File: config.mk
export PLATFORM = sky130hd
export DESIGN_NAME = rdcache2w
export DESIGN_NICKNAME = d
export VERILOG_FILES = /design/src/rtl/rdc_pkg.sv /design/src/rtl/rdc_way_store.sv /design/src/rtl/rdc_lru.sv /design/src/rtl/rdc_miss_ctr.sv /design/src/rtl/rdcache2w.sv
export SDC_FILE = /design/constraint.sdc
export NUM_CORES = 1
export LEC_CHECK = 0
export ABC_AREA = 0
export BUFFER_PORTS_ARGS = -buffer_cell sky130_fd_sc_hd__buf_4
export CAP_MARGIN = 20
export CORE_MARGIN = 8
export CORE_UTILIZATION = 25
export DETAILED_ROUTE_END_ITERATION = 12
export PLACE_DENSITY_LB_ADDON = 0.25
export SKIP_CTS_REPAIR_TIMING = 1
export SYNTH_ARGS = -nofsm -noshare
export SYNTH_HDL_FRONTEND = slang
export SYNTH_HIERARCHICAL = 1
export SYNTH_SLANG_ARGS = --single-unit
File: constraint.sdc
create_clock -name clk -period 12.07 [get_ports clk]
set_input_delay 1.207 -clock clk [delete_from_list [all_inputs] [get_ports clk]]
set_output_delay 1.207 -clock clk [all_outputs]
set_load 0.05 [all_outputs]
File: src/rtl/rdc_pkg.sv
package rdc_pkg;
  localparam int WAYS = 2;
  typedef enum logic {ST_IDLE = 1'b0, ST_WAIT = 1'b1} rdc_state_e;
endpackage

File: src/rtl/rdc_way_store.sv
module rdc_way_store #(
  parameter int SETS   = 4,
  parameter int TAG_W  = 28,
  parameter int DATA_W = 32,
  localparam int IDX_W = $clog2(SETS)
) (
  input  logic              clk,
  input  logic              rst_n,
  input  logic [IDX_W-1:0]  lk_set,
  input  logic [TAG_W-1:0]  lk_tag,
  output logic              lk_hit,
  output logic              lk_vld,
  output logic [DATA_W-1:0] lk_data,
  input  logic              fill_en,
  input  logic              upd_en,
  input  logic [IDX_W-1:0]  wr_set,
  input  logic [TAG_W-1:0]  wr_tag,
  input  logic [DATA_W-1:0] wr_data
);
  logic [SETS-1:0]   vld_q;
  logic [TAG_W-1:0]  tag_q [SETS];
  logic [DATA_W-1:0] dat_q [SETS];

  always_ff @(posedge clk) begin
    if (!rst_n) vld_q <= '0;
    else if (fill_en) vld_q[wr_set] <= 1'b1;
  end

  always_ff @(posedge clk) begin
    if (fill_en) tag_q[wr_set] <= wr_tag;
    if (fill_en || upd_en) dat_q[wr_set] <= wr_data;
  end

  always_comb begin
    lk_vld  = vld_q[lk_set];
    lk_hit  = lk_vld && (tag_q[lk_set] == lk_tag);
    lk_data = dat_q[lk_set];
  end

  for (genvar k = 0; k < SETS; k++) begin : g_vchk

    vld_only_on_fill_chk: assert property (@(posedge clk) disable iff (!rst_n)
      $rose(vld_q[k]) |-> $past(fill_en && (wr_set == IDX_W'(k))));
  end
endmodule

File: src/rtl/rdc_lru.sv
module rdc_lru #(
  parameter int SETS = 4,
  localparam int IDX_W = $clog2(SETS)
) (
  input  logic             clk,
  input  logic             rst_n,
  input  logic [IDX_W-1:0] rd_set,
  output logic             victim,
  input  logic             touch_en,
  input  logic [IDX_W-1:0] touch_set,
  input  logic             touch_way,
  output logic [SETS-1:0]  state_o
);
  logic [SETS-1:0] vic_q;

  always_ff @(posedge clk) begin
    if (!rst_n) vic_q <= '0;
    else if (touch_en) vic_q[touch_set] <= ~touch_way;
  end

  assign victim  = vic_q[rd_set];
  assign state_o = vic_q;
endmodule

File: src/rtl/rdc_miss_ctr.sv
module rdc_miss_ctr #(
  parameter int CNT_W = 32
) (
  input  logic             clk,
  input  logic             rst_n,
  input  logic             inc,
  output logic [CNT_W-1:0] total
);
  always_ff @(posedge clk) begin
    if (!rst_n) total <= '0;
    else if (inc) total <= total + 1'b1;
  end
endmodule

File: src/rtl/rdcache2w.sv
module rdcache2w
  import rdc_pkg::*;
#(
  parameter int ADDR_W  = 32,
  parameter int DATA_W  = 32,
  parameter int SETS    = 4,
  parameter int MEM_LAT = 5,
  parameter int CNT_W   = 32
) (
  input  logic              clk,
  input  logic              rst_n,
  input  logic              req_valid,
  output logic              req_ready,
  input  logic              req_write,
  input  logic [ADDR_W-1:0] req_addr,
  input  logic [DATA_W-1:0] req_wdata,
  output logic              rsp_valid,
  output logic [DATA_W-1:0] rsp_rdata,
  output logic              mem_rd_en,
  output logic              mem_wr_en,
  output logic [ADDR_W-1:0] mem_addr,
  output logic [DATA_W-1:0] mem_wdata,
  input  logic [DATA_W-1:0] mem_rdata,
  output logic [CNT_W-1:0]  miss_total
);
  localparam int IDX_W = $clog2(SETS);
  localparam int TAG_W = ADDR_W - 2 - IDX_W;
  localparam int LAT_W = $clog2(MEM_LAT + 1);

  rdc_state_e        state_q;
  logic [LAT_W-1:0]  wcnt_q;
  logic [ADDR_W-1:0] maddr_q;
  logic              vway_q;
  logic              rsp_valid_q;
  logic [DATA_W-1:0] rsp_data_q;

  logic              fire, rd_fire, wr_fire, any_hit, hit_way, fill_done;
  logic              lru_victim, pick_way, touch_en, touch_way;
  logic [IDX_W-1:0]  req_set, miss_set, wr_set, touch_set;
  logic [TAG_W-1:0]  req_tag, miss_tag, wr_tag;
  logic [DATA_W-1:0] wr_data, hit_data;
  logic [WAYS-1:0]   hit_vec, vld_vec, fill_vec, upd_vec;
  logic [DATA_W-1:0] way_data [WAYS];
  logic [SETS-1:0]   lru_state;

  assign req_ready = (state_q == ST_IDLE);
  assign fire      = req_valid && req_ready;
  assign rd_fire   = fire && !req_write;
  assign wr_fire   = fire && req_write;
  assign fill_done = (state_q == ST_WAIT) && (wcnt_q == LAT_W'(MEM_LAT - 1));

  assign req_set  = req_addr[IDX_W+1:2];
  assign req_tag  = req_addr[ADDR_W-1:IDX_W+2];
  assign miss_set = maddr_q[IDX_W+1:2];
  assign miss_tag = maddr_q[ADDR_W-1:IDX_W+2];
  assign wr_set   = fill_done ? miss_set : req_set;
  assign wr_tag   = fill_done ? miss_tag : req_tag;
  assign wr_data  = fill_done ? mem_rdata : req_wdata;

  for (genvar w = 0; w < WAYS; w++) begin : g_way
    assign fill_vec[w] = fill_done && (vway_q == w[0]);
    assign upd_vec[w]  = wr_fire && hit_vec[w];
    rdc_way_store #(.SETS(SETS), .TAG_W(TAG_W), .DATA_W(DATA_W)) way_i (
      .clk(clk), .rst_n(rst_n),
      .lk_set(req_set), .lk_tag(req_tag),
      .lk_hit(hit_vec[w]), .lk_vld(vld_vec[w]), .lk_data(way_data[w]),
      .fill_en(fill_vec[w]), .upd_en(upd_vec[w]),
      .wr_set(wr_set), .wr_tag(wr_tag), .wr_data(wr_data)
    );
  end

  assign any_hit  = |hit_vec;
  assign hit_way  = hit_vec[1];
  assign hit_data = hit_way ? way_data[1] : way_data[0];
  assign pick_way = !vld_vec[0] ? 1'b0 : (!vld_vec[1] ? 1'b1 : lru_victim);

  assign touch_en  = (rd_fire && any_hit) || fill_done;
  assign touch_set = fill_done ? miss_set : req_set;
  assign touch_way = fill_done ? vway_q : hit_way;

  rdc_lru #(.SETS(SETS)) lru_i (
    .clk(clk), .rst_n(rst_n), .rd_set(req_set), .victim(lru_victim),
    .touch_en(touch_en), .touch_set(touch_set), .touch_way(touch_way),
    .state_o(lru_state)
  );

  rdc_miss_ctr #(.CNT_W(CNT_W)) ctr_i (
    .clk(clk), .rst_n(rst_n), .inc(state_q == ST_WAIT), .total(miss_total)
  );

  always_ff @(posedge clk) begin
    if (!rst_n) begin
      state_q     <= ST_IDLE;
      wcnt_q      <= '0;
      maddr_q     <= '0;
      vway_q      <= 1'b0;
      rsp_valid_q <= 1'b0;
      rsp_data_q  <= '0;
    end else begin
      rsp_valid_q <= 1'b0;
      case (state_q)
        ST_IDLE: begin
          if (rd_fire && any_hit) begin
            rsp_valid_q <= 1'b1;
            rsp_data_q  <= hit_data;
          end else if (rd_fire) begin
            state_q <= ST_WAIT;
            wcnt_q  <= '0;
            maddr_q <= req_addr;
            vway_q  <= pick_way;
          end
        end
        ST_WAIT: begin
          if (fill_done) begin
            state_q     <= ST_IDLE;
            rsp_valid_q <= 1'b1;
            rsp_data_q  <= mem_rdata;
          end else begin
            wcnt_q <= wcnt_q + 1'b1;
          end
        end
        default: state_q <= ST_IDLE;
      endcase
    end
  end

  assign rsp_valid = rsp_valid_q;
  assign rsp_rdata = rsp_data_q;
  assign mem_rd_en = (state_q == ST_WAIT) && (wcnt_q == '0);
  assign mem_wr_en = wr_fire;
  assign mem_addr  = (state_q == ST_WAIT) ? maddr_q : req_addr;
  assign mem_wdata = req_wdata;


  hit_onehot_chk: assert property (@(posedge clk) disable iff (!rst_n)
    $onehot0(hit_vec));

  wr_keeps_lru_chk: assert property (@(posedge clk) disable iff (!rst_n)
    wr_fire |=> $stable(lru_state));

  miss_count_step_chk: assert property (@(posedge clk) disable iff (!rst_n)
    mem_rd_en |=> (miss_total == $past(miss_total) + 1'b1));

  rd_hold_chk: assert property (@(posedge clk) disable iff (!rst_n)
    (mem_rd_en && !fill_done) |=> !req_ready);

  rsp_idle_chk: assert property (@(posedge clk) disable iff (!rst_n)
    rsp_valid |-> req_ready);
endmodule

==> results by group, run 1 <==
Timing
  • Setup slack of the critical path after layout: 6010 ps
  • Final Max Slew Viols: 0
  • Worst slew margin relative to its limit: around a quarter
  • Final worst path period share: 50.2%
  • Max Fclk: roughly 0.16 GHz
  • Hold Violations, Final: 0
  • Final-layout setup total negative slack: 0 ps
  • Setup repair after global routing missed its margin: no
  • Actual slew at the worst max-slew pin: about 1100 ps
  • Final critical-path required period: 6060 ps
  • Final number of setup-violating endpoints: 0
  • Max Clock Skew: 28.7 ps

GRT
  • Remaining global-route overflow: 0
  • Number of antenna violations at the first check in global routing: 0
  • Overall track demand over capacity in global routing: 11.6%
  • Maximum number of pins on one net before global-route repair: between 80 and 90
  • Global-route wire length before repair: 99.6 mm
  • Number of global-route vias before repair: 15215

Floorplanning
  • Count of boundary I/O pins: 232
  • Initial Util: between 20% and 30%
  • Height of the chip: 334 um
  • Cell row count: 116
  • Die extent in x: approximately 330 um
  • Area of the die: 112000 um^2
  • Area of the placeable core: 100000 um^2

Synth
  • Fraction of synthesis flops using an asynchronous set or reset pin: 0%
  • Average size of a mapped cell: 16.3 um^2
  • Sequential share of the synthesized area: between 60% and 70%
  • Netlist area before placement: 25300 um^2
  • Gate Count Post-Synth: 1552
  • Predominant post-synthesis flop cell: edfxtp_1
  • Post-synth net total: 1655
  • Flop and latch count out of synthesis: 594
  • Number of enable flip-flop cells after synthesis: 480
  • Number of unique standard cell types used by synthesis: between 70 and 80
  • Count of warnings emitted by yosys: 6

Worst setup path
  • Kind of critical path: in -> reg
  • Maximum fanout along the worst path: 87
  • Longest individual stage delay on the worst path: 620 ps
  • Top cell by count, worst path: buf_4
  • Cell Chain, Critical Path: buf_8, buf_12, mux4_2, xor2_1, nor4_1, nand4_1, nor4_4, buf_4, nor2_4, o21ai_4, buf_4, nor3b_1, mux2i_1
  • Top cell family by delay on the critical path: buffers and inverters
  • Critical Path Start Type: input pin
  • CP required: around 13000 ps
  • Critical path endpoint category: register
  • Slowest cell on the critical path: buf_12
  • Worst endpoint data arrival time: about 6600 ps
  • Worst Path Buf+Inv: 4

Finish
  • Number of nets in the finished design: 1860
  • Diode count: 0
  • Leading cell types in the layout, fill and taps excluded: edfxtp_1, buf_4, mux2_2
  • Post-synthesis to final-layout area growth: 20.9%
  • Fraction of final layout cells with drive strength greater than 1: 33.8%
  • Commonest non-fill, non-tap cell in the layout: edfxtp_1
  • Post-layout utilization of the core: between 30% and 40%
  • Layout filler cell count: 9908

Placement
  • Dpl ws: 5110 ps
  • Total of buffers placed on input and output ports: between 200 and 250
  • Half-perimeter wire length after placement: between 40 and 50 mm
  • Final GP Congestion: 0.727

Job
  • Number of max-capacitance violations reported: 0

Power
  • Worst supply voltage drop on vdd: 78.3 uV
  • Power Density: around 150 nW/um^2
  • Leakage component of the power: 10.1 nW

Detailed routing
  • Number of remaining DRC errors: 0
  • Drt pass-1 iters: 5
  • Average wire per cell in the routed design: between 20 and 25 um
  • Final ANT Viol Nets: 0
  • Detailed-route wire length: 66.9 mm
  • Drt first-iter violations: 963
  • Via-per-instance ratio: 4.57
  • Via count: 14485

CTS
  • Clock transition at path regs: 60 ps
  • TritonCTS clock tree: built
  • CTS HTree Levels: 3
  • Number of CTS-inserted buffers: 69
  • Clock latency reported for the late side of the worst-skew pair: 610 ps
  • Maximum root-to-sink buffer count: 3
  • Root buffer cell: clkbuf_16
  • Clock tree sinks: 594

Min path
  • Hold crit path type: reg -> reg

Run status
  • Outcome: finished clean
[state kept, by name, indices dropped and copies added, names as in the netlist]
register,flops
wcnt_q,3
g_way.way_i/tag_q,224
rsp_rdata,32
rsp_valid,1
g_way.way_i/vld_q,8
lru_i/state_o,4
g_way.way_i/dat_q,256
state_q,1
maddr_q,32
vway_q,1
ctr_i/total,32
[per-stage QoR]
stage               std cells  area (um^2)  hold slack [ps]  power (mW)
finish                   3170        30600              460        4.63
global route             3170        30600              483        4.80
CTS                      3170        30600              465        4.71
detailed placement       3043        28300              453        2.59
global placement         3043        28300              444        2.59
floorplan                1552        25300              432        2.48
[worst register-to-register path: stages, from the launching register on]
cell,delay [ps]
edfxtp_1,360
mux4_2,480
xor2_1,150
nor4_1,430
nand4_1,330
nor4_4,230
buf_4,590
nor2_4,390
o21ai_4,230
buf_4,610
nor3b_1,330
mux2i_1,210
[metal layers]
metal,vias to the layer above,GRT usage (%),share of wire [%]
met3,94,2.38,5.5
li1,6515,-,-
met1,7456,15.7,46
met2,420,19.0,47
met5,-,0,0
met4,0,3.10,2.2
[area by class of cell]
type / instances / area, um^2 / area share, %
Sequential cell: 594 / 16700 / 54.5
Multi-Input combinational cell: 813 / 7900 / 25.8
Timing Repair Buffer: 258 / 1960 / 6.39
Clock buffer: 86 / 1840 / 6.02
Tap cell: 1357 / 1700 / 5.55
Clock inverter: 41 / 444 / 1.45
Inverter: 21 / 78.8 / 0.257
[report_power, final]
| group | leakage, nW | internal [mW] | switching [mW] |
|---|---|---|---|
| Combinational | 3.77 | 0.123 | 0.196 |
| Sequential | 5.23 | 2.22 | 0.0102 |
| Clock | 1.12 | 1.25 | 0.844 |
| Total | 10.1 | 3.59 | 1.05 |
[cells in the mapped netlist, types with 4 or more instances]
cell	number	area [um^2]
xor2_1	37	324
o311ai_0	5	43.8
mux4_2	105	2360
o22ai_1	5	31.3
and2_1	4	25.0
o2bb2ai_1	4	35.0
nand4_1	12	75.1
nor3b_1	8	60.1
buf_4	36	270
o21a_1	9	67.6
buf_2	31	155
nor3_1	7	35.0
nand3_1	45	225
nor4_1	9	56.3
inv_1	19	71.3
or3_1	4	25.0
nand2_1	58	218
nor2_1	23	86.3
and3_1	7	43.8
o21ai_0	43	215
mux2_1	10	113
o211ai_1	34	255
dfxtp_1	114	2280
mux2i_1	79	791
o41ai_1	8	70.1
edfxtp_1	480	14400
xnor2_1	19	166
buf_6	6	67.6
clkbuf_1	44	165
nand2b_1	46	288
a21oi_1	44	220
mux2_2	121	1360
and3b_1	4	35.0
[path summary, 6_finish.rpt]
check,slack (ps),startpoint,cells after the start,endpoint
max,6010,req_addr[2],13,lru_i/state_o[0]$_SDFFE_PN0P_
min,460,rsp_rdata[19]$_SDFFE_PN0P_,2,rsp_rdata[19]$_SDFFE_PN0P_
max reg2reg,7640,g_way[1].way_i/tag_q[3][6]$_DFFE_PP_,11,lru_i/state_o[0]$_SDFFE_PN0P_
min reg2reg,460,rsp_rdata[19]$_SDFFE_PN0P_,2,rsp_rdata[19]$_SDFFE_PN0P_
[kinds of logic (layout without fill, tap and decap cells)]
family                     Yosys count  after routing  share of synthesized area [%]
buffers and inverters              145            406                           3.23
and+or+nand+nor                    248            248                           5.37
DFF                                594            594                           65.9
xor gates and xnor gates            56             56                           1.94
muxes                              316            316                           18.3
adders and majority gates            3              3                          0.148
AOI/OAI and AO/OA                  190            190                           5.04
(Power assumes the default switching activity.)
==> run 2, diff against run 1 <==
ABC_AREA = 1   (was 0)
clock period = 5.8 ns   (was 12.07 ns; I/O delays follow)
==> results by group, run 2 <==
Run status
  • Outcome: finished clean

Placement
  • Half-perimeter wire length after placement: 50.5 mm (+23%)
  • Total of buffers placed on input and output ports: 231 (unchanged)
  • Final GP Congestion: 0.748 (+2.9%)

Finish
  • Total area of multi-input combinational cells: 8140 um^2 (+3.1%)
  • Post-layout utilization of the core: 30.5% (-0.064 points)
  • Number of nets in the finished design: 2990 (+61%)
  • Layout filler cell count: 10817 (+9.2%)
  • Commonest non-fill, non-tap cell in the layout: nand2_1
  • Fraction of final layout cells with drive strength greater than 1: 15.2% (-19 points)
  • Leading cell types in the layout, fill and taps excluded: nand2_1, edfxtp_1, nor2_1
  • Top flop regs: g_way.way_i/dat_q: 256 flops, g_way.way_i/tag_q: 224 flops
  • Max reg flops: 256 (unchanged)
  • Post-synthesis to final-layout area growth: 20.6%
  • Register Area: 16700 um^2 (about the same)
  • Register with the most flip-flops: g_way.way_i/dat_q

Timing
  • Final number of setup-violating endpoints: 0 (unchanged)
  • Final-layout setup total negative slack: 0 ps (unchanged)
  • Hold Violations, Final: 0 (unchanged)
  • Final worst path period share: 70.6%
  • Actual slew at the worst max-slew pin: 1110 ps (-3.72 ps)
  • Max Clock Skew: 28.2 ps (-0.448 ps)
  • Final critical-path required period: 4090 ps
  • Worst slew margin relative to its limit: 24.9% (-0.36 points)
  • Setup repair after global routing missed its margin: no
  • Max Fclk: 0.244 GHz
  • Final Max Slew Viols: 0 (unchanged)

Job
  • Number of max-capacitance violations reported: 0 (unchanged)

GRT
  • Number of antenna violations at the first check in global routing: 3 (+3)
  • Number of global-route vias before repair: 18668 (+23%)
  • Overall track demand over capacity in global routing: 13.2% (+1.6 points)
  • Maximum number of pins on one net before global-route repair: 79 (-10%)
  • Global-route wire length before repair: 119 mm (+19%)
  • Remaining global-route overflow: 0 (unchanged)

Synth
  • Top cells by area, synth: edfxtp_1, nand2_1, dfxtp_1
  • Fraction of synthesis flops using an asynchronous set or reset pin: 0% (unchanged)
  • Area share of the largest cell type after synthesis: 55.0% (-1.9 points)
  • Area fraction in compound gates after synthesis: 7.45% (+2.4 points)
  • Number of enable flip-flop cells after synthesis: 480 (unchanged)
  • Simple-Gate Fraction of Synth Area: 22.8% (+17 points)
  • Gate Count Post-Synth: 2715 (+75%)
  • Flop and latch count out of synthesis: 594 (unchanged)
  • Post-synth net total: 2818 (+70%)
  • Count of warnings emitted by yosys: 6 (unchanged)
  • Sequential share of the synthesized area: 63.7% (-2.2 points)
  • Main combinational cell family by area after synthesis: simple AND/OR/NAND/NOR gates
  • Average size of a mapped cell: 9.65 um^2 (-41%)
  • Predominant post-synthesis flop cell: edfxtp_1
  • Most used standard cells in the synthesized netlist: nand2_1, edfxtp_1, nor2_1, nand3_1, o21ai_0
  • Netlist area before placement: 26200 um^2 (+3.5%)
  • Cell type with the largest total area after synthesis: edfxtp_1
  • Multiplexer share of the synthesized area: 0% (-18 points)
  • Top-count cell post-synth: nand2_1
  • Adder-cell share of the synthesized area: 0.143% (-0.0050 points)
  • Number of unique standard cell types used by synthesis: 35 (-54%)
  • Area share of xor/xnor cells in the synthesized design: 0.100% (-1.8 points)

Detailed routing
  • Drt first-iter violations: 1382 (+44%)
  • Average wire per cell in the routed design: 18.4 um (-13%)
  • Number of remaining DRC errors: 0 (unchanged)
  • Via count: 19410 (+34%)
  • Drt pass-1 iters: 5 (unchanged)
  • Detailed-route wire length: 79.7 mm (+19%)
  • Via-per-instance ratio: 4.49 (-1.8%)
  • Final ANT Viol Nets: 0 (unchanged)

CTS
  • Clock transition at path regs: 50 ps (about the same)
  • CTS HTree Levels: 3 (unchanged)
  • TritonCTS clock tree: built
  • Clock latency reported for the late side of the worst-skew pair: 630 ps (+20 ps)
  • Number of CTS-inserted buffers: 71 (+2.9%)
  • Clock tree sinks: 594 (unchanged)
  • Maximum root-to-sink buffer count: 3 (unchanged)
  • Root buffer cell: clkbuf_16

Power
  • Power Density: 320 nW/um^2 (+110%)
  • Worst supply voltage drop on vdd: 170 uV (+120%)
  • Overall Power: 10.1 mW (+120%)
  • Leakage component of the power: 12.0 nW (+19%)

Floorplanning
  • Cell row count: 118 (+1.7%)
  • Area of the placeable core: 104000 um^2 (+3.5%)
  • Initial Util: 25.2% (about the same)
  • Height of the chip: 340 um (+1.6%)
  • Die extent in x: 340 um (+1.6%)
  • Area of the die: 115000 um^2 (+3.3%)
  • Count of boundary I/O pins: 232 (unchanged)

Min path
  • Hold crit path type: in -> reg

Worst setup path
  • Critical Path Start Type: input pin
  • Register-to-register setup slack: 2310 ps (-5330 ps)
  • CP required: 6310 ps (-6280 ps)
  • Critical path endpoint category: register
  • Worst endpoint data arrival time: 4600 ps (-1980 ps)
  • Maximum fanout along the worst path: 42 (-52%)
  • Kind of critical path: in -> reg
run 2: power by group:
| group | total (mW) | switching, mW | internal, mW |
|---|---|---|---|
| Clock | 4.66 | 1.86 | 2.80 |
| Combinational | 0.828 | 0.595 | 0.233 |
| Sequential | 4.63 | 0.0128 | 4.62 |
run 2: cell families after synthesis:
group,after synthesis
fa+ha+maj,3
simple gates,1440
compound gates,368
xor+xnor,3
buf+inv,307
flops,594
run 2: layout make-up:
type                    instances  share of cell area [%]
well taps                    1380                    5.46
repair buffers                270                    6.53
flip-flops and latches        594                    52.8
diodes                          2                  0.0158
clock inverters                35                    1.60
multi-input cells            1814                    25.7
clock buffers                  96                    6.17
inverters                     136                    1.66
run 2: worst paths after layout:
check / startpoint / end / depth (start not counted)
hold reg to reg: g_way[0].way_i/vld_q[0]$_SDFFE_PN0P_ / g_way[0].way_i/vld_q[0]$_SDFFE_PN0P_ / 1
setup reg to reg: wcnt_q[0]$_SDFFE_PN0P_ / g_way[1].way_i/tag_q[3][6]$_DFFE_PP_ / 8
hold / removal: req_addr[0] / maddr_q[0]$_SDFFE_PN0P_ / 3
setup / recovery: req_addr[3] / maddr_q[7]$_SDFFE_PN0P_ / 18
run 2: layer usage:
metal	track usage (%)	vias up	wire (um)
met5	0	-	0
met4	2.70	0	1270
met3	3.24	94	5180
met2	21.0	530	36200
met1	18.3	9306	37000
li1	-	9480	-
run 2: critical path, cell delays in order:
cell      delay (ps)
buf_4            510
inv_2            380
buf_4            380
nand3_1          150
nand2_1           60
nand2_1           50
nand2_1          130
nor2_1           130
nand2_1           60
nor2_1           270
nand2_1          150
nor2_4           180
buf_4            450
nor2_1           120
nand3_2          110
clkinv_2         470
nor2_1           270
nor2_1            70
run 2: per-stage QoR:
step	worst slack, ps	hold WS (ps)	std cells	instance area [um^2]
floorplan	1880	433	2715	26200
global placement	1000	445	4193	29100
detailed placement	996	452	4194	29200
CTS	1660	184	4325	31600
global route	1420	233	4325	31600
finish	1710	222	4327	31600
==> run 3, diff against run 2 <==
ABC_AREA = 0   (was 1)
clock period = 4.3 ns   (was 5.8 ns; I/O delays follow)
==> results by group, run 3 (synthesis results as in run 1) <==
Floorplanning
  • Cell row count: 116 (-1.7%)
  • Area of the placeable core: 100000 um^2 (-3.4%)
  • Initial Util: 25.2% (about the same)
  • Die extent in x: 334 um (-1.6%)
  • Count of boundary I/O pins: 232 (unchanged)
  • Area of the die: 112000 um^2 (-3.2%)
  • Height of the chip: 334 um (-1.6%)

Run status
  • Outcome: finished clean

Placement
  • Final GP Congestion: 0.768 (+2.6%)
  • Area after detailed placement: 28700 um^2 (-1.5%)
  • Half-perimeter wire length after placement: 43.0 mm (-15%)
  • Total of buffers placed on input and output ports: 231 (unchanged)
  • Dpl ws: 251 ps (-745 ps)

Worst setup path
  • CP required: 4810 ps (-1500 ps)
  • Maximum fanout along the worst path: 35 (-17%)
  • Kind of critical path: reg -> reg
  • Critical Path Start Type: register
  • Critical path endpoint category: register
  • Worst endpoint data arrival time: 3900 ps (-700 ps)

Finish
  • Post-synthesis to final-layout area growth: 22.3%
  • Fraction of final layout cells with drive strength greater than 1: 34.2% (+19 points)
  • Leading cell types in the layout, fill and taps excluded: edfxtp_1, buf_4, mux2_2
  • Number of nets in the finished design: 1886 (-37%)
  • Diode count: 0 (-2)
  • Finished layout cell area: 31000 um^2 (-2.0%)
  • Commonest non-fill, non-tap cell in the layout: edfxtp_1
  • Post-layout utilization of the core: 30.9% (+0.42 points)
  • Register with the most flip-flops: g_way.way_i/dat_q
  • Top flop regs: g_way.way_i/dat_q: 256 flops, g_way.way_i/tag_q: 224 flops
  • Max reg flops: 256 (unchanged)

Timing
  • Max Clock Skew: 26.8 ps (-1.40 ps)
  • Setup repair after global routing missed its margin: no
  • Setup slack of the critical path after layout: 909 ps (-798 ps)
  • Worst-case hold slack: 99.1 ps (-123 ps)
  • Final number of setup-violating endpoints: 0 (unchanged)
  • Final-layout setup total negative slack: 0 ps (unchanged)
  • Hold Violations, Final: 0 (unchanged)
  • Final Max Slew Viols: 0 (unchanged)
  • Max Fclk: 0.295 GHz
  • Final critical-path required period: 3390 ps
  • Worst slew margin relative to its limit: 40.6% (+16 points)
  • Final worst path period share: 78.9%
  • Actual slew at the worst max-slew pin: 891 ps (-224 ps)

GRT
  • Remaining global-route overflow: 0 (unchanged)
  • Most crowded layer after global routing: met2
  • Number of global-route vias before repair: 15347 (-18%)
  • Met1 Track Usage GR: 15.9% (-2.4 points)
  • Fraction of met2 tracks used by global routing: 19.1% (-1.9 points)
  • Global-route wire length before repair: 101 mm (-15%)
  • Met3 track utilization from global routing: 2.49% (-0.75 points)
  • Number of antenna violations at the first check in global routing: 1 (-2)
  • Overall track demand over capacity in global routing: 11.8% (-1.5 points)
  • Maximum number of pins on one net before global-route repair: 55 (-30%)

Detailed routing
  • Average wire per cell in the routed design: 21.0 um (+14%)
  • Final ANT Viol Nets: 0 (unchanged)
  • Number of remaining DRC errors: 0 (unchanged)
  • Drt first-iter violations: 848 (-39%)
  • Via count: 14559 (-25%)
  • Detailed-route wire length: 67.0 mm (-16%)
  • Drt pass-1 iters: 6 (+1)
  • Via-per-instance ratio: 4.56 (+1.6%)

Power
  • Power Density: 418 nW/um^2 (+31%)
  • Worst supply voltage drop on vdd: 227 uV (+33%)
  • Leakage component of the power: 10.3 nW (-14%)

CTS
  • Clock latency reported for the late side of the worst-skew pair: 600 ps (-30 ps)
  • CTS HTree Levels: 3 (unchanged)
  • Clock tree sinks: 594 (unchanged)
  • TritonCTS clock tree: built
  • Clock transition at path regs: 60 ps (about the same)
  • Root buffer cell: clkbuf_16
  • Maximum root-to-sink buffer count: 3 (unchanged)
  • Number of CTS-inserted buffers: 69 (-2.8%)

Job
  • Number of max-capacitance violations reported: 0 (unchanged)

Min path
  • Hold crit path type: in -> reg
run 3: changes by cell type in the layout (fill, tap and decap cells not counted), sizes merged, moves of 16 or more:
| cell | before | now |
|---|---|---|
| nand2b | 0 | 46 |
| mux4 | 0 | 105 |
| inv | 138 | 22 |
| mux2 | 0 | 132 |
| nand2 | 793 | 58 |
| nand3b | 40 | 2 |
| nand3 | 192 | 45 |
| o22ai | 64 | 5 |
| o21ai | 263 | 45 |
| mux2i | 0 | 79 |
| xor2 | 0 | 37 |
| xnor2 | 3 | 19 |
| o211ai | 0 | 34 |
| nor2 | 395 | 24 |
run 3: layer usage:
layer | wire (um) | up-vias | share of wire (%)
met5 | 0 | - | 0
met4 | 1390 | 0 | 2.1
met3 | 3290 | 82 | 4.9
met2 | 31500 | 373 | 47
met1 | 30800 | 7543 | 46
li1 | - | 6561 | -
run 3: final cells by class:
cell class	instances	area, um^2
flip-flops and latches	594	16700
repair buffers	284	2330
well taps	1357	1700
fillers	9850	69300
clock inverters	24	313
clock buffers	102	1930
inverters	21	78.8
multi-input cells	813	7920
run 3: final timing paths:
kind	cells past startpoint	end	slack, ps	from
hold / removal	3	maddr_q[1]$_SDFFE_PN0P_	100	req_addr[1]
setup / recovery	10	rsp_rdata[27]$_SDFFE_PN0P_	910	g_way[1].way_i/tag_q[3][15]$_DFFE_PP_
hold reg to reg	2	rsp_rdata[26]$_SDFFE_PN0P_	460	rsp_rdata[26]$_SDFFE_PN0P_
setup reg to reg	10	rsp_rdata[27]$_SDFFE_PN0P_	910	g_way[1].way_i/tag_q[3][15]$_DFFE_PP_
run 3: critical path, stage by stage, from the launching register on:
cell	delay, ps
edfxtp_1	380
mux4_2	470
a22o_1	240
a311o_1	280
a211o_1	320
nor4_4	460
buf_12	290
nor2_4	80
o21ai_4	250
buf_12	260
mux2i_1	220
run 3: per-stage QoR:
| step | cells | total power, mW |
|---|---|---|
| after floorplan | 1552 | 6.96 |
| after global placement | 3069 | 7.29 |
| after detailed placement | 3069 | 7.30 |
| after CTS | 3195 | 13.2 |
| after global routing | 3195 | 13.4 |
| final | 3195 | 12.9 |
run 3: report_power, final:
part | internal (mW) | switching [mW] | leakage [nW]
registers | 6.22 | 0.0148 | 5.23
logic | 0.357 | 0.573 | 3.96
clock network | 3.44 | 2.33 | 1.08
